### src/rtl/dbg_regfront_pkg.sv
package dbg_regfront_pkg;

    localparam int AW    = 7;
    localparam int SEL_W = 4;

    localparam logic [AW-1:0] ADR_DATA0 = 7'h04;
    localparam logic [AW-1:0] ADR_CTRL  = 7'h10;
    localparam logic [AW-1:0] ADR_STAT  = 7'h11;
    localparam logic [AW-1:0] ADR_ACS   = 7'h16;
    localparam logic [AW-1:0] ADR_CMD   = 7'h17;
    localparam logic [AW-1:0] ADR_AUTO  = 7'h18;
    localparam logic [AW-1:0] ADR_PROG0 = 7'h20;

    localparam logic [2:0] ERR_NONE = 3'd0;
    localparam logic [2:0] ERR_BUSY = 3'd1;
    localparam logic [3:0] SPEC_VER = 4'd2;

    typedef struct packed {
        logic haltreq;
        logic resumereq;
        logic [SEL_W-1:0] sel;
        logic sysrst;
        logic active;
    } ctrl_t;

    typedef struct packed {
        logic nonexist;
        logic halted;
        logic running;
        logic resack;
    } hart_view_t;

    function automatic logic [31:0] pack_status(hart_view_t v);
        logic [31:0] w;
        w        = '0;
        w[3:0]   = SPEC_VER;
        w[7]     = 1'b1;
        w[9:8]   = {2{v.halted}};
        w[11:10] = {2{v.running}};
        w[15:14] = {2{v.nonexist}};
        w[17:16] = {2{v.resack}};
        return w;
    endfunction

    function automatic logic [31:0] pack_ctrl(ctrl_t c);
        logic [31:0] w;
        w               = '0;
        w[31]           = c.haltreq;
        w[30]           = c.resumereq;
        w[16 +: SEL_W]  = c.sel;
        w[1]            = c.sysrst;
        w[0]            = c.active;
        return w;
    endfunction

endpackage

### src/rtl/dbg_hartview.sv
module dbg_hartview
    import dbg_regfront_pkg::*;
#(
    parameter int NHARTS = 4
) (
    input  logic [SEL_W-1:0]  sel,
    input  logic [NHARTS-1:0] halted,
    input  logic [NHARTS-1:0] present,
    input  logic [NHARTS-1:0] ack,
    output hart_view_t        view
);
    always_comb begin
        logic ex, hl, ak;
        ex = 1'b0;
        hl = 1'b0;
        ak = 1'b0;
        for (int i = 0; i < NHARTS; i++) begin
            if (sel == SEL_W'(i)) begin
                ex = present[i];
                hl = halted[i];
                ak = ack[i];
            end
        end
        view.nonexist = !ex;
        view.halted   = ex && hl;
        view.running  = ex && !hl;
        view.resack   = ex && ak;
    end
endmodule

### src/rtl/dbg_hartstate.sv
module dbg_hartstate
    import dbg_regfront_pkg::*;
#(
    parameter int NHARTS = 4
) (
    input  logic              clk,
    input  logic              rst,
    input  logic              resume_req,
    input  logic [SEL_W-1:0]  resume_sel,
    input  logic [NHARTS-1:0] present,
    input  logic [NHARTS-1:0] resumed,
    output logic [NHARTS-1:0] pend,
    output logic [NHARTS-1:0] ack
);
    for (genvar g = 0; g < NHARTS; g++) begin : g_hart
        logic hit;
        assign hit = resume_req && (resume_sel == SEL_W'(g)) && present[g];
        always_ff @(posedge clk) begin
            if (rst) begin
                pend[g] <= 1'b0;
                ack[g]  <= 1'b0;
            end else if (hit) begin
                pend[g] <= 1'b1;
                ack[g]  <= 1'b0;
            end else if (resumed[g]) begin
                pend[g] <= 1'b0;
                ack[g]  <= 1'b1;
            end
        end
    end
endmodule

### src/rtl/dbg_errfield.sv
module dbg_errfield
    import dbg_regfront_pkg::*;
(
    input  logic       clk,
    input  logic       rst,
    input  logic       soft_rst,
    input  logic       clr_en,
    input  logic [2:0] clr_mask,
    input  logic       set_busy,
    input  logic       gen_valid,
    input  logic [2:0] gen_code,
    output logic [2:0] err
);
    logic [2:0] err_d;

    always_comb begin
        err_d = err;
        if (clr_en)
            err_d = err & ~clr_mask;
        if (err == ERR_NONE) begin
            if (set_busy)
                err_d = ERR_BUSY;
            else if (gen_valid)
                err_d = gen_code;
        end
        if (soft_rst)
            err_d = ERR_NONE;
    end

    always_ff @(posedge clk) begin
        if (rst) err <= ERR_NONE;
        else     err <= err_d;
    end
endmodule

### src/rtl/dbg_regfront.sv
module dbg_regfront
    import dbg_regfront_pkg::*;
#(
    parameter int NHARTS = 4,
    parameter int NDATA  = 2,
    parameter int NPROG  = 4
) (
    input  logic              clk,
    input  logic              rst,
    input  logic [AW-1:0]     req_addr,
    input  logic [31:0]       req_wdata,
    input  logic              req_rd,
    input  logic              req_wr,
    output logic              rsp_valid,
    output logic [31:0]       rsp_rdata,
    output logic              rsp_err,
    input  logic [NHARTS-1:0] hart_halted,
    input  logic [NHARTS-1:0] hart_present,
    input  logic [NHARTS-1:0] hart_resumed,
    input  logic              cmd_busy,
    input  logic              gen_err_valid,
    input  logic [2:0]        gen_err_code,
    output logic              cmd_go,
    output logic [31:0]       cmd_word,
    output logic [NHARTS-1:0] halt_req,
    output logic [NHARTS-1:0] resume_pend,
    output logic              dm_active,
    output logic              sys_reset
);
    localparam int AUTO_PB = 16;

    ctrl_t             ctrl_q;
    logic [NDATA-1:0]  auto_d_q;
    logic [NPROG-1:0]  auto_p_q;
    logic [31:0]       data_q [NDATA];
    logic [31:0]       prog_q [NPROG];
    logic [31:0]       cmd_q;
    logic [2:0]        cmd_err;
    logic [NHARTS-1:0] res_ack;
    hart_view_t        view;

    logic              acc;
    logic [NDATA-1:0]  hit_d;
    logic [NPROG-1:0]  hit_p;
    logic              wr_ctrl, soft_rst, trigger, data_touch, issue;

    assign acc = req_rd || req_wr;

    always_comb begin
        for (int i = 0; i < NDATA; i++)
            hit_d[i] = (req_addr == ADR_DATA0 + AW'(i));
        for (int i = 0; i < NPROG; i++)
            hit_p[i] = (req_addr == ADR_PROG0 + AW'(i));
    end

    assign wr_ctrl    = req_wr && (req_addr == ADR_CTRL);
    assign soft_rst   = wr_ctrl && !req_wdata[0];
    assign data_touch = acc && (|hit_d);
    assign trigger    = (req_wr && (req_addr == ADR_CMD)) ||
                        (acc && ((|(hit_d & auto_d_q)) || (|(hit_p & auto_p_q))));
    assign issue      = trigger && (cmd_err == ERR_NONE) && !cmd_busy;

    dbg_errfield u_err (
        .clk       (clk),
        .rst       (rst),
        .soft_rst  (soft_rst),
        .clr_en    (req_wr && (req_addr == ADR_ACS)),
        .clr_mask  (req_wdata[10:8]),
        .set_busy  ((data_touch || trigger) && cmd_busy),
        .gen_valid (gen_err_valid),
        .gen_code  (gen_err_code),
        .err       (cmd_err)
    );

    dbg_hartstate #(.NHARTS(NHARTS)) u_hst (
        .clk        (clk),
        .rst        (rst),
        .resume_req (wr_ctrl && req_wdata[0] && req_wdata[30]),
        .resume_sel (req_wdata[16 +: SEL_W]),
        .present    (hart_present),
        .resumed    (hart_resumed),
        .pend       (resume_pend),
        .ack        (res_ack)
    );

    dbg_hartview #(.NHARTS(NHARTS)) u_hv (
        .sel     (ctrl_q.sel),
        .halted  (hart_halted),
        .present (hart_present),
        .ack     (res_ack),
        .view    (view)
    );

    // register state
    always_ff @(posedge clk) begin
        if (rst) begin
            ctrl_q   <= '0;
            auto_d_q <= '0;
            auto_p_q <= '0;
            cmd_q    <= '0;
            cmd_go   <= 1'b0;
            for (int i = 0; i < NDATA; i++) data_q[i] <= '0;
            for (int i = 0; i < NPROG; i++) prog_q[i] <= '0;
        end else begin
            cmd_go <= issue;
            if (soft_rst) begin
                ctrl_q   <= '0;
                auto_d_q <= '0;
                auto_p_q <= '0;
            end else if (wr_ctrl) begin
                ctrl_q.active    <= 1'b1;
                ctrl_q.haltreq   <= req_wdata[31];
                ctrl_q.resumereq <= req_wdata[30];
                ctrl_q.sel       <= req_wdata[16 +: SEL_W];
                ctrl_q.sysrst    <= req_wdata[1];
            end
            if (req_wr && req_addr == ADR_AUTO) begin
                auto_d_q <= req_wdata[NDATA-1:0];
                auto_p_q <= req_wdata[AUTO_PB +: NPROG];
            end
            if (req_wr && req_addr == ADR_CMD)
                cmd_q <= req_wdata;
            for (int i = 0; i < NDATA; i++)
                if (req_wr && hit_d[i]) data_q[i] <= req_wdata;
            for (int i = 0; i < NPROG; i++)
                if (req_wr && hit_p[i]) prog_q[i] <= req_wdata;
        end
    end

    // read path
    logic [31:0] rd_d;
    logic        rd_bad;

    always_comb begin
        rd_d   = '0;
        rd_bad = 1'b0;
        if (|hit_d) begin
            for (int i = 0; i < NDATA; i++)
                if (hit_d[i]) rd_d = data_q[i];
        end else if (|hit_p) begin
            for (int i = 0; i < NPROG; i++)
                if (hit_p[i]) rd_d = prog_q[i];
        end else begin
            case (req_addr)
                ADR_CTRL: rd_d = pack_ctrl(ctrl_q);
                ADR_STAT: rd_d = pack_status(view);
                ADR_ACS: begin
                    rd_d[3:0]   = 4'(NDATA);
                    rd_d[10:8]  = cmd_err;
                    rd_d[12]    = cmd_busy;
                    rd_d[28:24] = 5'(NPROG);
                end
                ADR_CMD:  rd_d = '0;
                ADR_AUTO: begin
                    rd_d[NDATA-1:0]       = auto_d_q;
                    rd_d[AUTO_PB +: NPROG] = auto_p_q;
                end
                default:  rd_bad = 1'b1;
            endcase
        end
    end

    always_ff @(posedge clk) begin
        if (rst) begin
            rsp_valid <= 1'b0;
            rsp_rdata <= '0;
            rsp_err   <= 1'b0;
        end else begin
            rsp_valid <= req_rd;
            if (req_rd) begin
                rsp_rdata <= rd_d;
                rsp_err   <= rd_bad;
            end
        end
    end

    for (genvar g = 0; g < NHARTS; g++) begin : g_halt
        assign halt_req[g] = ctrl_q.active && ctrl_q.haltreq && (ctrl_q.sel == SEL_W'(g));
    end

    assign cmd_word  = cmd_q;
    assign dm_active = ctrl_q.active;
    assign sys_reset = ctrl_q.sysrst;

endmodule

### config.mk
export PLATFORM = sky130hd
export DESIGN_NAME = dbg_regfront
export DESIGN_NICKNAME = d
export VERILOG_FILES = /design/src/rtl/dbg_regfront_pkg.sv /design/src/rtl/dbg_hartview.sv /design/src/rtl/dbg_hartstate.sv /design/src/rtl/dbg_errfield.sv /design/src/rtl/dbg_regfront.sv
export SDC_FILE = /design/constraint.sdc
export NUM_CORES = 1
export LEC_CHECK = 0
export ABC_AREA = 1
export BUFFER_PORTS_ARGS = -buffer_cell sky130_fd_sc_hd__buf_2
export CAP_MARGIN = 5
export CORE_AREA = 2 2 173 141
export DETAILED_ROUTE_END_ITERATION = 10
export DIE_AREA = 0 0 175 143
export PLACE_DENSITY = 0.86
export REMOVE_ABC_BUFFERS = 1
export SETUP_SLACK_MARGIN = 0.3
export SYNTH_ARGS = -nofsm -noshare
export SYNTH_HDL_FRONTEND = slang
export SYNTH_HIERARCHICAL = 1
export SYNTH_SLANG_ARGS = --single-unit
export TNS_END_PERCENT = 1
### constraint.sdc
create_clock -name clk -period 4.8 [get_ports clk]
set_input_delay 1.2 -clock clk [delete_from_list [all_inputs] [get_ports clk]]
set_output_delay 1.2 -clock clk [all_outputs]
set_load 0.05 [all_outputs]
==> Word level (Yosys, flattened, before mapping) <==
Memories as Yosys holds them, arrays and structs flattened.
Cells that the tools add are included.
{ "word_totals": {"latch_bits": 0, "elab_cells": 185, "out_inout_bits": 77, "inputBits": 60, "reg_bits": 92, "n_memories": 2, "mem_bits_ro": 0, "ramBits": 192} }
{ "op_classes": {"mul": 0, "reduce_logical": 61, "n_eq_ne": 17, "bitwise": 10, "shifts": 0, "magnitude_cmp": 0, "addsub": 0, "div_mod_pow": 0, "n_mux": 74} }
{ "mem_list": {"columns": ["name", "words", "width", "read_ports", "rd_clocked_by_memory_dff", "write_ports", "line", "source"], "rows": [
  ["prog_q", 4, 32, 4, 0, 4, "dbg_regfront.sv:36", "logic [31:0] prog_q [NPROG];"],
  ["data_q", 2, 32, 2, 0, 2, "dbg_regfront.sv:35", "logic [31:0] data_q [NDATA];"]
]} }
{ "op_table": {"columns": ["operator", "n"], "rows": [
  ["2-to-1 mux 32 bit", 14],
  ["2-to-1 mux 1 bit", 45],
  ["== test 7 x 5 -> 1 bit, second input constant", 5],
  ["logical AND 1 bit", 34],
  ["== test 7 x 6 -> 1 bit, second input constant", 4],
  ["2-to-1 mux 3 bit", 7],
  ["== test 4 x 2 -> 1 bit, second input constant", 4],
  ["OR reduction 2 bit", 8],
  ["== test 7 x 3 -> 1 bit, second input constant", 2],
  ["2-to-1 mux 4 bit", 3],
  ["case mux 4 bit (3 select lines)", 1],
  ["nonzero test 2 bit", 5],
  ["== test 4 x 1 -> 1 bit, second input constant", 2],
  ["zero test 4 bit", 2],
  ["OR reduction 4 bit", 2],
  ["bitwise OR 1 bit", 6],
  ["case mux 2 bit (3 select lines)", 1],
  ["case mux 3 bit (2 select lines)", 1],
  ["OR reduction 5 bit", 1],
  ["bitwise AND 4 bit", 1],
  ["zero test 1 bit", 4],
  ["logical OR 1 bit", 4],
  ["2-to-1 mux 2 bit", 2],
  ["bitwise AND 3 bit", 1],
  ["3 further kinds", 3]
]} }

==> Longest topological paths before layout <==
Gate-level depths: netlist of run 1.
{ "logic_depth": {"word_depth": 10, "depth_mapped": 15, "ltp_nobuf": 14} }

==> By module <==
The synthesis of run 1 kept the hierarchy.
{ "modules_own_cells": {"columns": ["mod", "n_inst", "area_each_um2", "seq_area_each_um2", "cells_each"], "rows": [
  ["dbg_regfront", 1, 11481.0, 7387.1, 1201],
  ["dbg_hartstate", 1, 356.6, 160.2, 53],
  ["dbg_hartview", 1, 192.7, 0.0, 37],
  ["dbg_errfield", 1, 156.4, 60.1, 24]
]} }

==> Least setup slack after synthesis of run 1 <==
Ideal clock, no wire load.
{ "synth_path": {"path_kind": "input to register", "startpoint": "in req_addr[4]", "endpoint": "mem prog_q[1][0] (enable)", "path_stages": 6, "setup_ns": 0.466, "slack_ns": 0.193, "arrival_ns": 4.141, "required_time_ns": 4.334, "n_path_buf": 1, "cell_sequence": "inv_1 > nand2_1 > nor2_1 > buf_2 > nand2_1 > o21ai_0"} }
{ "synth_lines": {"columns": ["element", "line", "source"], "rows": [
  ["from (decl)", "dbg_regfront.sv:10", "input logic [AW-1:0] req_addr,"],
  ["to (decl)", "dbg_regfront.sv:36", null]
]} }

==> reports/qor.yml, run 1 <==
synthFlopType: "edfxtp_1"
total_power_mw: 5.300
first_global_vias: 9578
worstPathRequired_ns: 5.15
cts_max_path_buffers: 3
period_share: 0.7399
route.antenna.remaining_nets: 0
cp_max_fo: 32
ff2ff_path_depth: 11
cpMaxStageDelayCell: "nand2_1"
critPathMostFrequentCell: "nand2_1"
worst_pin_slew_ns: 1.211
io_buffers: 136
setup_viol: 0
cp_slowest_stage_delay_ns: 0.78
cts_max_level: 1
status: "completed"
reg2reg_slack_ns: 2.96
grt_max_degree: 55
io-pin-count: 137
area_growth_pct: 16.21
clkSinkCount: 284
drc: 0
num_rows: 50
whs_path_depth: 2
overflow: 0
cp-start-kind: "input port"
ctsResizeCount: 0
avgSynthCellArea_um2: 9.267
drt_wl_total_um: 31550
power_density_nw_per_um2: 374.2
drv_cap: 0
gp_congestion: 0.9193
async_flop_share: 0
syn_inst: 1315
die_width_um: 175
first_pass_iters: 5
post_synth_num_cell_types: 37
fmax_mhz: 281.6
syn_area_um2: 12190
slew_headroom: 0.1904
reg2reg_to: "rsp_rdata[17]"
die_h_um: 143
r2r_start: "ctrl_q[2]"
grt_use_total: 0.2495
initial_core_util: 0.5251
holdPathEnd: "rsp_rdata[23]"
finalNetCount: 1505
coreArea_um2: 23210
final_cell_mix: "299 x nand2_1, 267 x nor2_1, 192 x edfxtp_1"
rsz0062_at_grt: "no"
hold_violations: 0
crit_chain: "buf_2 > inv_1 > nand2_1 > nor2_2 > nand2_1 > inv_2 > nand2_1 > nor2_1"
crit_type: "in -> reg"
vias: 9701
fin_crit_ns: 3.551
p_leak_nw: 5.947
wl_per_cell_um: 17.73
tritoncts: "built"
numCtsBuffers: 28
critPathArrivalTime_ns: 3.91
cts_hold_buffers: 0
die_area_um2: 25030
vdd.ir_drop.worst_v: 0.0002655
drt_first_iter_violations: 973
ys_ff_latch: 284
antenna_found_initial: 1
mostFrequentLayoutCell: "nand2_1"
root_buffer: "clkbuf_16"
synth_edf_count: 192
yosysSeqAreaShare: 0.6242
drive_gt1_frac: 0.1821
hpwl_um: 20820
whs_ns: 0.4615
synth_warnings: 6
post_cts_buffers: 0
end_kind: "flop"
hp-start: "rsp_rdata[23]"
skew_ns: 0.009221
clk_pin_slew_ns: 0.06
finalMaxSlewViolations: 0
hold_path_class: "reg -> reg"
via_per_inst: 5.453
grt_pass1_wl_um: 48760
clk_latency_ns: 0.54
[kinds of logic (layout without fill, tap and decap cells)]
| family | after synthesis | after routing | synth area share |
|---|---|---|---|
| AND/OR/NAND/NOR | 723 | 723 | 0.2507 |
| flip-flops | 284 | 284 | 0.6242 |
| other | 0 | 1 | 0 |
| AO/OA/AOI/OAI | 120 | 120 | 0.06283 |
| buffers and inverters | 188 | 339 | 0.06222 |
[cells in the mapped netlist (2+ instances only)]
master / number / share of area
nand2_1: 299 / 0.092
nor2_1: 268 / 0.083
edfxtp_1: 192 / 0.47
inv_1: 116 / 0.036
dfxtp_1: 92 / 0.15
nand3_1: 77 / 0.032
a21oi_1: 59 / 0.024
buf_2: 27 / 0.011
clkbuf_1: 27 / 0.0083
a211oi_1: 22 / 0.014
nand4_1: 22 / 0.011
o21ai_0: 18 / 0.0074
nor2_2: 16 / 0.0082
inv_2: 13 / 0.0040
a211oi_2: 10 / 0.010
nand3b_1: 8 / 0.0049
or2_2: 8 / 0.0041
or2_0: 6 / 0.0031
nor3_1: 4 / 0.0016
nor4_1: 4 / 0.0021
o22ai_1: 4 / 0.0021
buf_4: 3 / 0.0018
nor2_4: 3 / 0.0028
a21boi_0: 2 / 0.0012
nand2_2: 2 / 0.0010
nor3_4: 2 / 0.0027
[sequential cells by signal, summed over array words and instances, names as in the netlist, 2 cells and up]
register    count
prog_q        128
data_q         64
cmd_word       32
rsp_rdata      32
ctrl_q          6
auto_p_q        4
u_hst/ack       4
u_hst/pend      4
u_err/err       3
auto_d_q        2
[critical path: cells and delay by family]
kind | cells | cell delay, ns
simple gates | 5 | 2.12
buf+inv | 3 | 0.57
[layer usage]
layer | GRT usage | up-vias | wire length [µm]
met1 | 0.3199 | 4545 | 12540
met5 | 0 | - | 0
met3 | 0.05458 | 83 | 3057
met2 | 0.4138 | 497 | 14770
li1 | - | 4576 | -
met4 | 0.1039 | 0 | 1178
[final cells by class]
| cell class | count | area, µm² |
|---|---|---|
| diodes | 1 | 2.502 |
| clock buffers | 39 | 793.3 |
| clock inverters | 12 | 162.7 |
| fillers | 1875 | 9047 |
| inverters | 130 | 488.0 |
| multi-input cells | 843 | 3850 |
| flip-flops and latches | 284 | 7607 |
| well taps | 312 | 390.4 |
| repair buffers | 158 | 868.3 |
[stage by stage]
stage,std cells,utilization,area [µm²],setup slack (ns),TNS (ns)
after floorplan,1257,-,11920,-1.174,-83.18
after global placement,1726,0.5677,13180,1.095,0
after detailed placement,1726,0.5677,13180,0.8816,0
after CTS,1777,0.6089,14130,1.359,0
after global routing,1778,0.6101,14160,1.150,0
final,1779,0.6102,14160,1.249,0
[power by group]
part / switching, mW / total, mW / internal (mW)
registers: 0.0337 / 2.74 / 2.71
logic: 0.221 / 0.288 / 0.0674
clock network: 0.908 / 2.27 / 1.36
[how the worst max path moves through the flow]
stage	startpoint	endpoint	slack, ns	cells past startpoint
2_1_floorplan	req_addr[4]	prog_q[3][0]	-1.17	5
3_3_place_gp	req_addr[0]	prog_q[2][6]	1.09	8
3_5_place_dp	req_addr[0]	prog_q[2][20]	0.88	8
4_1_cts	req_addr[0]	prog_q[2][1]	1.36	8
5_1_grt	req_addr[0]	prog_q[2][12]	1.15	8
6_report	req_addr[0]	prog_q[2][1]	1.25	8
(Power assumes the default switching activity.)
==> run 2, diff against run 1 <==
Clock period 4.8 ns to 3.09 ns, I/O delays scaled along.
==> run 2 against run 1 <==
  * Worst hold slack barely moved
  * Final cell count up 1.1%
  * Global-route usage increased by 1.3 points
  * Setup slack got worse by 0.81 ns
  * Clock power up 57%
  * Design area grew 0.94%
  * Sequential power increased by 55%
  * Largest power group unchanged
  * Largest cell class unchanged
  * Sequential share of layout area decreased by 0.50 points
  * Total power increased by 56%
  * Via count grew 1.8%
  * Critical path type is now reg -> out
  * Critical path depth shrank 5
  * Clock skew is 0.0069 ns higher
==> reports/qor.yml, run 2 (synthesis results as in run 1) <==
first_global_vias: 9815
numCtsBuffers: 28
route.antenna.remaining_nets: 0
reg2reg_to: "rsp_rdata[17]"
first_pass_iters: 7
dpl_cell_area_um2: 13330
clk_latency_ns: 0.55
wl_per_cell_um: 18.40
multi_input_area_um2: 3850
cts_max_path_buffers: 3
largest_reg_flops: 128
die_h_um: 143
initial_core_util: 0.5251
whs_path_depth: 2
num_rows: 50
coreArea_um2: 23210
top_register: "prog_q"
dp_slack_ns: 0.4837
holdPathEnd: "rsp_rdata[29]"
vdd.ir_drop.worst_v: 0.0004318
p_leak_nw: 6.034
io-pin-count: 137
antenna_found_initial: 0
clk_pin_slew_ns: 0.07
die_area_um2: 25030
n_antenna_cell: 0
reg2reg_slack_ns: 1.34
fmax_mhz: 377.4
fillerInstances: 1840
whs_ns: 0.4619
cts_max_level: 1
vias: 9877
crit_type: "reg -> out"
finalMaxSlewViolations: 0
critPathArrivalTime_ns: 1.88
total_power_mw: 8.283
root_buffer: "clkbuf_16"
rsz0062_at_grt: "no"
reg_top3: "prog_q: 128 flops, data_q: 64 flops"
slew_headroom: 0.5951
overflow: 0
mostFrequentLayoutCell: "nand2_1"
cp-start-kind: "flop"
drt_first_iter_violations: 1123
worstPathRequired_ns: 2.32
hpwl_um: 21410
hold_violations: 0
tritoncts: "built"
cp_max_fo: 8
via_per_inst: 5.493
drive_gt1_frac: 0.1931
drt_wl_total_um: 33080
skew_ns: 0.01615
power_density_nw_per_um2: 579.4
ff2ff_path_depth: 11
r2r_start: "ctrl_q[2]"
period_share: 0.8574
status: "completed"
grt_pass1_wl_um: 50690
ctsResizeCount: 0
clkSinkCount: 284
drc: 0
fin_ws_ns: 0.4405
hp-start: "rsp_rdata[29]"
gp_congestion: 0.9295
drv_cap: 0
grt_max_degree: 45
post_cts_buffers: 0
finalNetCount: 1524
area_growth_pct: 17.30
die_width_um: 175
cts_hold_buffers: 0
fin_crit_ns: 2.650
finish.utilization: 0.6159
final_area_um2: 14300
worst_pin_slew_ns: 0.6074
final_cell_mix: "299 x nand2_1, 267 x nor2_1, 192 x edfxtp_1"
end_kind: "output port"
setup_viol: 0
hold_path_class: "reg -> reg"
grt_use_total: 0.2622
io_buffers: 136
regArea_um2: 7607
-- run 2: cell count changes in the layout (fill, tap and decap cells not counted) --
cell,before,now
diode_2,1,0
clkinv_4,0,2
buf_4,22,42
clkbuf_1,7,3
clkinv_1,3,7
clkinv_2,4,3
buf_16,1,0
-- run 2: cell type report --
class,instances,share of cell area
multi-input cells,843,0.2693
clock buffers,35,0.05444
inverters,130,0.03414
well taps,312,0.02731
clock inverters,17,0.01330
flip-flops and latches,284,0.5322
repair buffers,177,0.06932
-- run 2: worst max path at each step --
| stage | slack, ns | start | cells after the start | endpoint |
|---|---|---|---|---|
| after global routing | 0.37 | ctrl_q[2] | 3 | halt_req[3] |
| final | 0.44 | ctrl_q[2] | 3 | halt_req[3] |
| after CTS | 0.48 | ctrl_q[2] | 3 | halt_req[1] |
| after floorplan | -2.46 | req_addr[4] | 5 | prog_q[3][0] |
| after detailed placement | 0.48 | req_addr[4] | 13 | rsp_rdata[22] |
| after global placement | 0.57 | req_addr[1] | 15 | u_err/err[1] |
-- run 2: worst max-delay path: stages (launching register included) --
cell and delay (ns):
dfxtp_1 0.47, inv_1 0.12, nor4_1 0.40, buf_2 0.34
-- run 2: power breakdown --
group,switching (mW),leakage [nW],internal [mW]
clock,1.45,0.469,2.11
sequential,0.0537,2.57,4.20
combinational,0.349,2.99,0.112
total,1.85,6.03,6.43
-- run 2: layer usage --
layer  share of wire  track usage  wire, µm  vias up
met5               0            0         0        -
met4           0.035       0.1114      1160        0
met3            0.11      0.04899      3745      100
met2            0.48       0.4377     15720      594
met1            0.38       0.3386     12450     4571
li1                -            -         -     4612
-- run 2: metrics by stage --
step,setup TNS (ns),instances
final,0,1798
after global placement,0,1746
after floorplan,-331.60,1257
after detailed placement,0,1746
after CTS,0,1798
after global routing,0,1798
